===== src/rtl/cfgld_pkg.sv =====
package cfgld_pkg;
  typedef enum logic [2:0] {
    OP_SET_FIRST = 3'd0,
    OP_SET_LAST  = 3'd1,
    OP_RUN_FLASH = 3'd2,
    OP_SET_COUNT = 3'd3,
    OP_RUN_HOST  = 3'd4,
    OP_RUN_SCRUB = 3'd5,
    OP_ABORT     = 3'd6,
    OP_RSVD      = 3'd7
  } op_e;

  typedef enum logic [2:0] {T_IDLE, T_FLASH, T_HOST, T_DRAIN, T_GAP} top_st_e;
  typedef enum logic [2:0] {F_IDLE, F_REQ, F_ISSUE, F_WAIT, F_HOLD} fl_st_e;
  typedef enum logic [1:0] {P_IDLE, P_SETUP, P_HIGH} port_st_e;
endpackage


===== src/rtl/cfgld_flash_rd.sv =====
module cfgld_flash_rd import cfgld_pkg::*; #(
  parameter int AW    = 16,
  parameter int DW    = 8,
  parameter int OW    = 2,
  parameter int MY_ID = 1
) (
  input  logic          clk,
  input  logic          rst_n,
  input  logic          start,
  input  logic          abort,
  input  logic [AW-1:0] first_addr,
  input  logic [AW-1:0] last_addr,
  output logic          fl_req,
  input  logic [OW-1:0] fl_owner,
  output logic [AW-1:0] fl_addr,
  output logic          fl_rd,
  input  logic [DW-1:0] fl_data,
  input  logic          fl_dvalid,
  output logic          out_valid,
  input  logic          out_ready,
  output logic [DW-1:0] out_data,
  output logic          done
);
  localparam logic [OW-1:0] ID_CODE = OW'(MY_ID);

  fl_st_e        st;
  logic [AW-1:0] cur, stop_q;
  logic [DW-1:0] byte_q;
  logic          at_end;

  assign at_end    = (cur >= stop_q);
  assign fl_req    = (st != F_IDLE);
  assign fl_rd     = (st == F_ISSUE);
  assign fl_addr   = cur;
  assign out_valid = (st == F_HOLD);
  assign out_data  = byte_q;
  assign done      = out_valid && out_ready && at_end;

  always_ff @(posedge clk) begin
    if (!rst_n) begin
      st     <= F_IDLE;
      cur    <= '0;
      stop_q <= '0;
      byte_q <= '0;
    end else if (abort) begin
      st <= F_IDLE;
    end else begin
      case (st)
        F_IDLE:  if (start) begin
                   cur    <= first_addr;
                   stop_q <= last_addr;
                   st     <= F_REQ;
                 end
        F_REQ:   if (fl_owner == ID_CODE) st <= F_ISSUE;
        F_ISSUE: st <= F_WAIT;
        F_WAIT:  if (fl_dvalid) begin
                   byte_q <= fl_data;
                   st     <= F_HOLD;
                 end
        F_HOLD:  if (out_ready) begin
                   if (at_end) st <= F_IDLE;
                   else begin
                     cur <= cur + 1'b1;
                     st  <= F_ISSUE;
                   end
                 end
        default: st <= F_IDLE;
      endcase
    end
  end

  AST_READ_ONLY_OWNED: assert property (@(posedge clk) disable iff (!rst_n)
    fl_rd |-> (fl_owner == ID_CODE));
  AST_REQ_BEFORE_READ: assert property (@(posedge clk) disable iff (!rst_n)
    fl_rd |-> fl_req);
  AST_REQ_RELEASED: assert property (@(posedge clk) disable iff (!rst_n)
    done |=> !fl_req);
endmodule


===== src/rtl/cfgld_port_drv.sv =====
module cfgld_port_drv import cfgld_pkg::*; #(
  parameter int DW = 8
) (
  input  logic          clk,
  input  logic          rst_n,
  input  logic          flush,
  input  logic          in_valid,
  output logic          in_ready,
  input  logic [DW-1:0] in_data,
  output logic [DW-1:0] cfg_data,
  output logic          cfg_clk,
  output logic          idle
);
  port_st_e      st;
  logic [DW-1:0] data_q;
  logic          take;

  assign in_ready = (st != P_SETUP) && !flush;
  assign take     = in_valid && in_ready;
  assign cfg_data = data_q;
  assign cfg_clk  = (st == P_HIGH);
  assign idle     = (st == P_IDLE);

  always_ff @(posedge clk) begin
    if (!rst_n) begin
      st     <= P_IDLE;
      data_q <= '0;
    end else if (flush) begin
      st <= P_IDLE;
    end else begin
      case (st)
        P_IDLE:  if (take) begin
                   data_q <= in_data;
                   st     <= P_SETUP;
                 end
        P_SETUP: st <= P_HIGH;
        P_HIGH:  if (take) begin
                   data_q <= in_data;
                   st     <= P_SETUP;
                 end else st <= P_IDLE;
        default: st <= P_IDLE;
      endcase
    end
  end

  AST_CLK_ONE_CYCLE: assert property (@(posedge clk) disable iff (!rst_n)
    cfg_clk |=> !cfg_clk);
  AST_DATA_SETTLED: assert property (@(posedge clk) disable iff (!rst_n)
    $rose(cfg_clk) |-> $stable(cfg_data));
endmodule


===== src/rtl/cfgld_gap_timer.sv =====
module cfgld_gap_timer #(
  parameter int CW = 16
) (
  input  logic          clk,
  input  logic          rst_n,
  input  logic          load,
  input  logic [CW-1:0] period,
  input  logic          run,
  output logic          expired
);
  logic [CW-1:0] cnt;

  assign expired = run && (cnt == '0);

  always_ff @(posedge clk) begin
    if (!rst_n)                 cnt <= '0;
    else if (load)              cnt <= period;
    else if (run && cnt != '0)  cnt <= cnt - 1'b1;
  end
endmodule


===== src/rtl/cfgport_loader.sv =====
module cfgport_loader import cfgld_pkg::*; #(
  parameter int ARG_W = 16,
  parameter int DW    = 8,
  parameter int OW    = 2,
  parameter int MY_ID = 1
) (
  input  logic             clk,
  input  logic             rst_n,
  input  logic             cmd_valid,
  output logic             cmd_ready,
  input  logic [2:0]       cmd_op,
  input  logic [ARG_W-1:0] cmd_arg,
  input  logic             hd_valid,
  output logic             hd_ready,
  input  logic [DW-1:0]    hd_data,
  output logic             fl_req,
  input  logic [OW-1:0]    fl_owner,
  output logic [ARG_W-1:0] fl_addr,
  output logic             fl_rd,
  input  logic [DW-1:0]    fl_data,
  input  logic             fl_dvalid,
  output logic [DW-1:0]    cfg_data,
  output logic             cfg_wr,
  output logic             cfg_cs,
  output logic             cfg_clk,
  output logic             busy
);
  localparam logic [ARG_W-1:0] ONE = ARG_W'(1);

  top_st_e          st;
  op_e              op;
  logic [ARG_W-1:0] first_q, last_q, count_q, period_q, rem_q;
  logic             scrub_q;
  logic             take_cmd, abort_now, start_fl, gap_done, gap_load;
  logic             fr_valid, fr_ready, fr_done;
  logic [DW-1:0]    fr_data;
  logic             drv_valid, drv_ready, drv_idle;
  logic [DW-1:0]    drv_data;
  logic             in_session;

  assign op        = op_e'(cmd_op);
  assign cmd_ready = (st == T_IDLE) || (op == OP_ABORT);
  assign take_cmd  = cmd_valid && cmd_ready;
  assign abort_now = take_cmd && (op == OP_ABORT);
  assign start_fl  = ((st == T_IDLE) && take_cmd &&
                      (op == OP_RUN_FLASH || op == OP_RUN_SCRUB)) ||
                     ((st == T_GAP) && gap_done && !abort_now);
  assign gap_load  = (st == T_DRAIN) && drv_idle && scrub_q;

  assign in_session = (st == T_FLASH) || (st == T_HOST) || (st == T_DRAIN);
  assign cfg_cs     = in_session;
  assign cfg_wr     = in_session;
  assign busy       = (st != T_IDLE);

  assign drv_valid = (st == T_FLASH) ? fr_valid : ((st == T_HOST) ? hd_valid : 1'b0);
  assign drv_data  = (st == T_FLASH) ? fr_data : hd_data;
  assign fr_ready  = (st == T_FLASH) && drv_ready;
  assign hd_ready  = (st == T_HOST) && drv_ready;

  always_ff @(posedge clk) begin
    if (!rst_n) begin
      st       <= T_IDLE;
      first_q  <= '0;
      last_q   <= '0;
      count_q  <= '0;
      period_q <= '0;
      rem_q    <= '0;
      scrub_q  <= 1'b0;
    end else if (abort_now) begin
      st      <= T_IDLE;
      scrub_q <= 1'b0;
    end else begin
      case (st)
        T_IDLE: if (take_cmd) begin
          case (op)
            OP_SET_FIRST: first_q <= cmd_arg;
            OP_SET_LAST:  last_q  <= cmd_arg;
            OP_SET_COUNT: count_q <= cmd_arg;
            OP_RUN_FLASH: begin scrub_q <= 1'b0; st <= T_FLASH; end
            OP_RUN_SCRUB: begin period_q <= cmd_arg; scrub_q <= 1'b1; st <= T_FLASH; end
            OP_RUN_HOST:  if (count_q != '0) begin rem_q <= count_q; st <= T_HOST; end
            default: ;
          endcase
        end
        T_FLASH: if (fr_done) st <= T_DRAIN;
        T_HOST:  if (hd_valid && hd_ready) begin
                   rem_q <= rem_q - 1'b1;
                   if (rem_q == ONE) st <= T_DRAIN;
                 end
        T_DRAIN: if (drv_idle) st <= scrub_q ? T_GAP : T_IDLE;
        T_GAP:   if (gap_done) st <= T_FLASH;
        default: st <= T_IDLE;
      endcase
    end
  end

  cfgld_flash_rd #(.AW(ARG_W), .DW(DW), .OW(OW), .MY_ID(MY_ID)) u_flash (
    .clk(clk), .rst_n(rst_n), .start(start_fl), .abort(abort_now),
    .first_addr(first_q), .last_addr(last_q),
    .fl_req(fl_req), .fl_owner(fl_owner), .fl_addr(fl_addr), .fl_rd(fl_rd),
    .fl_data(fl_data), .fl_dvalid(fl_dvalid),
    .out_valid(fr_valid), .out_ready(fr_ready), .out_data(fr_data), .done(fr_done)
  );

  cfgld_port_drv #(.DW(DW)) u_port (
    .clk(clk), .rst_n(rst_n), .flush(abort_now),
    .in_valid(drv_valid), .in_ready(drv_ready), .in_data(drv_data),
    .cfg_data(cfg_data), .cfg_clk(cfg_clk), .idle(drv_idle)
  );

  cfgld_gap_timer #(.CW(ARG_W)) u_gap (
    .clk(clk), .rst_n(rst_n), .load(gap_load), .period(period_q),
    .run(st == T_GAP), .expired(gap_done)
  );

  AST_ABORT_QUIET: assert property (@(posedge clk) disable iff (!rst_n)
    abort_now |=> (!cfg_cs && !cfg_wr && !cfg_clk && !fl_req && !busy));
  AST_CLK_IN_SESSION: assert property (@(posedge clk) disable iff (!rst_n)
    cfg_clk |-> (cfg_cs && cfg_wr));
  AST_IDLE_NO_CLK: assert property (@(posedge clk) disable iff (!rst_n)
    !busy |-> !cfg_clk);
  AST_HOST_ONLY_BUSY: assert property (@(posedge clk) disable iff (!rst_n)
    hd_ready |-> busy);
endmodule


===== config.mk =====
export PLATFORM = sky130hd
export DESIGN_NAME = cfgport_loader
export DESIGN_NICKNAME = d
export VERILOG_FILES = /design/src/rtl/cfgld_pkg.sv /design/src/rtl/cfgld_flash_rd.sv /design/src/rtl/cfgld_port_drv.sv /design/src/rtl/cfgld_gap_timer.sv /design/src/rtl/cfgport_loader.sv
export SDC_FILE = /design/constraint.sdc
export NUM_CORES = 1
export LEC_CHECK = 0
export CORE_MARGIN = 3
export CORE_UTILIZATION = 40
export CTS_BUF_LIST = sky130_fd_sc_hd__clkbuf_4 sky130_fd_sc_hd__clkbuf_8 sky130_fd_sc_hd__clkbuf_16
export DETAILED_ROUTE_END_ITERATION = 6
export GPL_TIMING_DRIVEN = 1
export PLACE_DENSITY_LB_ADDON = 0.12
export SLEW_MARGIN = 40
export SYNTH_ARGS = -nofsm -noshare
export SYNTH_HDL_FRONTEND = slang
export SYNTH_SLANG_ARGS = --single-unit

===== constraint.sdc =====
create_clock -name clk -period 3.5 [get_ports clk]
set_clock_uncertainty 0.2 [all_clocks]
set_input_delay 0.35 -clock clk [delete_from_list [all_inputs] [get_ports clk]]
set_output_delay 0.35 -clock clk [all_outputs]
set_load 0.05 [all_outputs]

### After elaboration in Yosys (flattened, before gate mapping)

Cells that the tools add are included.

| word-level totals | value |
|---|---|
| register bits | 153 |
| bits of input ports | 42 |
| output and inout bits | 32 |
| word-level logic and storage cells | 140 |

| operators by class | value |
|---|---|
| add/sub/neg operators | 3 |
| magnitude comparators | 1 |
| equality and inequality tests | 35 |
| muxes and demuxes | 34 |
| bitwise gates (word level) | 2 |
| reduce and logical (&&, ||, !) cells | 51 |

Operators with widths:

| kind | count |
|---|---|
| two-way mux 16 bit | 9 |
| case mux 16 bit (2 select lines) | 2 |
| two-way mux 3 bit | 12 |
| nonzero test 16 bit | 2 |
| subtractor 16 x 1 -> 16 bit (second input constant) | 2 |
| case mux 3 bit (5 select lines) | 2 |
| AND reduction 4 bit | 5 |
| equality test 3 x 2 -> 1 bit (second input constant) | 6 |
| logical AND 1 bit | 17 |
| adder 16 x 1 -> 16 bit (second input constant) | 1 |
| equality test 16 x 1 -> 1 bit (second input constant) | 1 |
| >= comparator 16 bit | 1 |
| zero test 16 bit | 1 |
| != test 2 x 1 -> 1 bit (second input constant) | 8 |
| equality test 3 bit (second input constant) | 5 |
| != test 2 bit (second input constant) | 7 |
| AND reduction 3 bit | 4 |
| equality test 3 x 1 -> 1 bit (second input constant) | 3 |
| zero test 3 bit | 3 |
| two-way mux 8 bit | 1 |
| AND reduction 8 bit | 1 |
| nonzero test 2 bit | 4 |
| case mux 2 bit (3 select lines) | 1 |
| case mux 3 bit (2 select lines) | 1 |
| other kinds (15) | 27 |

### Longest topological paths before layout

| depth | value |
|---|---|
| word-level depth | 11 |
| mapped depth | 10 |
| depth with buffers taken out | 8 |

### Cells and area by module

Synthesis repeated with hierarchy kept, for this count alone.

| unflattened totals | value |
|---|---|
| cells, all modules | 953 |
| area total of the unflattened synthesis | 7793.7 um2 |

By module, submodules not included:

| module | instances | cells each | area an instance (um2) |
|---|---|---|---|
| cfgport_loader | 1 | 470 | 3833.7 |
| cfgld_flash_rd | 1 | 322 | 2575.0 |
| cfgld_gap_timer | 1 | 117 | 969.7 |
| cfgld_port_drv | 1 | 44 | 415.4 |

### Least setup slack after synthesis

Ideal clock, no wire load.

| timing | value |
|---|---|
| path kind | reg2reg |
| start | reg u_flash.cur[0], in the netlist u_flash.fl_addr[0] |
| end | reg u_flash.cur[12], in the netlist u_flash.fl_addr[12] |
| arrival | 2580 ps |
| path slack | 585 ps |
| stages on the path, launching flop included | 10 |
| cells stage by stage | dfxtp_1 inv_1 ha_1 nand2b_1 a2111oi_0 or4_1 nand4_1 clkbuf_1 a221oi_1 o22ai_1 |

| between the ends | value |
|---|---|
| longest elaborated chain between the ends | 4 |

RTL lines:

| item | RTL line | RTL |
|---|---|---|
| start: declaration | cfgld_flash_rd.sv:27 | `logic [AW-1:0] cur, stop_q;` |
| start signal: assignment | cfgld_flash_rd.sv:50 | `cur <= first_addr;` |
| start signal: assignment | cfgld_flash_rd.sv:63 | `cur <= cur + 1'b1;` |
| adder 16 x 1 -> 16 bit | cfgld_flash_rd.sv:63 |  |
| two-way mux 16 bit | cfgld_flash_rd.sv:61 | `if (at_end) st <= F_IDLE;` |
| two-way mux 16 bit | cfgld_flash_rd.sv:60 | `F_HOLD: if (out_ready) begin` |
| case mux 16 bit (2 select lines) | cfgld_flash_rd.sv:48 | `case (st)` |

Several ways; a longest one is shown, not always the timed one. The select of a mux whose other input is x is not followed.
A chain may end at the register's enable or synchronous reset.

### Worst setup path in the final report

| timing | value |
|---|---|
| start | reg u_flash.cur[0], in the netlist u_flash.fl_addr[0] |
| end | reg u_flash.cur[8], in the netlist u_flash.fl_addr[8] |

Same word-level chain as after synthesis.

==> key figures <==
Route
  • Vias per Instance: roughly 5.6
  • Final ANT Viol Nets: 0
  • DR DRC count: 0
  • Drt total wl: approximately 23000 um
  • DR WL/cell: 18.0 um
  • Initial DRC Count: 515
  • DRT Pass-1 Iters: 5
  • Total number of vias: 7118

CTS
  • CTS buffer count: 17
  • CTS tree: built
  • Clock sink total: 153
  • Postcts setup bufs: 0
  • Hold buffers post-CTS: 0
  • H-Tree Depth: 4
  • Reg clk slew, reported paths: ~60 ps
  • Root Driver: clkbuf_16
  • Clk_lat worst skew: 430 ps
  • Clock buffer depth: 2
  • Post_cts resized: 0

Global routing
  • Gr ovfl total: 0
  • Initial antenna violation count: 0
  • GRT Util Overall: 0.224
  • Largest net degree at the start of global routing: 56
  • First-pass GRT wire length: 36300 um
  • Vias in the first global route: 6576

Cells and area
  • Storage cell area: 3060 sq um
  • Final instance area: 9170 sq um
  • FILL cells: ~1800
  • Layout cell share with drive strength beyond 1: 0.0911
  • Multi-input gate area: 4170 sq um
  • Diode count: 0
  • Area growth, synth to finish: 20.4%
  • Utilization after layout: 0.500
  • Nets@finish: 1085

Critical path
  • Setup crit end kind: flop
  • Cells on worst reg2reg path: 9
  • Largest stage delay, worst path: 670 ps
  • Crit start category: flop
  • WP data required: between 3000 and 4000 ps
  • Worst-path maximum fanout: 8
  • Crit path DAT: 3230 ps
  • CP max stage cell: a2111oi_0
  • Critical path class: reg2reg
  • Crit path cell chain: inv_1 > ha_1 > nand2b_1 > a2111oi_0 > or4_1 > nand4_1 > buf_4 > a221oi_1 > o22ai_1

Floorplanning
  • Die Height: 144 um
  • Row count: 49
  • Initial Utilization: 0.416
  • Die area: 20700 sq um
  • Core area: between 15000 and 20000 sq um
  • Die W: between 100 and 150 um
  • Number of I/O pins: 74

Timing
  • Final hold violations: 0
  • Fmax: 318 MHz
  • Worst rel slew slack: 0.472
  • Final Hold Slack: 250 ps
  • Worst slew pin tran: 792 ps
  • Fin crit period: 3140 ps
  • RSZ-0062 raised after global routing: no
  • Setup violators final: 0
  • Slew Viols, Final: 0
  • Setup_tns: 0 ps
  • Fin crit share: 0.897

Run
  • Max cap viols: 0

Synth
  • Synthesized instance count: about 960
  • Seq/Total Area, Yosys: 0.402
  • Number of flops mapped to enable cells by yosys: 0
  • Post-Syn Nets: 1025
  • Yosys top cell by area: dfxtp_1
  • Yosys cell types: 79
  • Syn_area_per_cell: between 7 and 8 sq um
  • Async SR Flop Fraction: 0
  • Prevailing post-synth register cell: dfxtp_1
  • Post-Syn Area: 7620 sq um
  • Top cell type's share of synthesized area: 0.402
  • Top cells by area in the synthesized netlist: dfxtp_1 (40%), nand2_1 (9.0%), a21oi_1 (7.6%)
  • Synth warn: 0
  • Seq cells post-synth: between 150 and 200

Pwr
  • Leakage power: around 3.2 nW
  • Pwr/cell area: 451 nW/um^2
  • Max IR drop VDD: 0.000330 V

Status
  • Status: finished clean

Placement
  • Detailed Place HPWL: 16300 um
  • PortBufs: between 70 and 80
  • Final RePlAce weighted congestion: slightly below 0.9
  • Placed cell area: 8620 sq um

Hold path
  • Hold Path Class: reg2reg
  • WHS Path Cells: 2
## sequential cells by signal, indices dropped and copies added, names as in the netlist, 3 cells and up
name and cells:
count_q 16, first_q 16, last_q 16, period_q 16, rem_q 16, u_flash.fl_addr 16
u_flash.stop_q 16, u_gap.cnt 16, u_flash.out_data 8, u_port.cfg_data 8, st 3, u_flash.st 3
## final timing paths
| kind | start | end | slack, ps |
|---|---|---|---|
| setup / recovery | u_flash.fl_addr[0] | u_flash.fl_addr[8] | 360 |
| hold / removal | last_q[7] | u_flash.stop_q[7] | 250 |
| setup reg to reg | u_flash.fl_addr[0] | u_flash.fl_addr[8] | 360 |
| hold reg to reg | last_q[7] | u_flash.stop_q[7] | 250 |
## metrics by stage
stage | power, mW | worst slack [ps] | std cells
2_1_floorplan | 2.20 | 585 | 962
3_3_place_gp | 2.40 | 460 | 1232
3_5_place_dp | 2.40 | 434 | 1232
4_1_cts | 4.16 | 364 | 1261
5_1_grt | 4.30 | 187 | 1261
6_report | 4.14 | 359 | 1261
## power breakdown
group | switching, mW | internal, mW
Combinational | 0.355 | 0.203
Sequential | 0.0342 | 1.77
Clock | 0.738 | 1.03
## routing by layer
metal / track usage / vias to the layer above / share of wire / wire length (um)
li1: - / 3556 / - / -
met4: 0.0674 / 0 / 0.020 / 457
met1: 0.327 / 3376 / 0.49 / 11200
met2: 0.327 / 160 / 0.43 / 9870
met3: 0.0556 / 26 / 0.056 / 1270
met5: 0 / - / 0 / 0
## cells in the mapped netlist (all sizes together), types with 21 or more instances
library cell and n:
nand3 41, nand2 184, a21oi 117, nor2 86
buf 21, nor3 22, dfxtp 153, ha 21
clkbuf 43, mux2i 33, o21ai 35, inv 27
## layout by cell type (no fill, tap or decap), drive strengths merged, types with 17 or more instances in the layout
cell           instances
nor3                  22
clkdlybuf4s50         72
nand3                 41
ha                    21
nor2                  86
o21ai                 35
mux2i                 33
nand2                184
inv                   27
dfxtp                153
buf                   33
a21oi                117
clkbuf                17
## layout make-up
cell class | count | area share
Sequential cell | 153 | 0.334
Clock inverter | 12 | 0.0143
Multi-Input combinational cell | 717 | 0.454
Tap cell | 229 | 0.0312
Inverter | 28 | 0.0117
Clock buffer | 17 | 0.0464
Timing Repair Buffer | 105 | 0.108
## critical path, delay by kind of cell, from the launching register on
family	cells	cell delay, ps
AOI/OAI and AO/OA	3	1070
and+or+nand+nor	3	660
DFF	1	390
buffers and inverters	2	390
adders and majority gates	1	280
## cell families (layout without fill, tap and decap cells)
family	Yosys count	after routing	share of synthesized area
xor gates and xnor gates	3	3	0.00345
adders and majority gates	21	21	0.0345
and+or+nand+nor	400	400	0.242
muxes	33	33	0.0433
AOI/OAI and AO/OA	260	260	0.222
DFF	153	153	0.402
buffers and inverters	92	162	0.0525
Note: power is estimated with default switching activity, not from simulation.
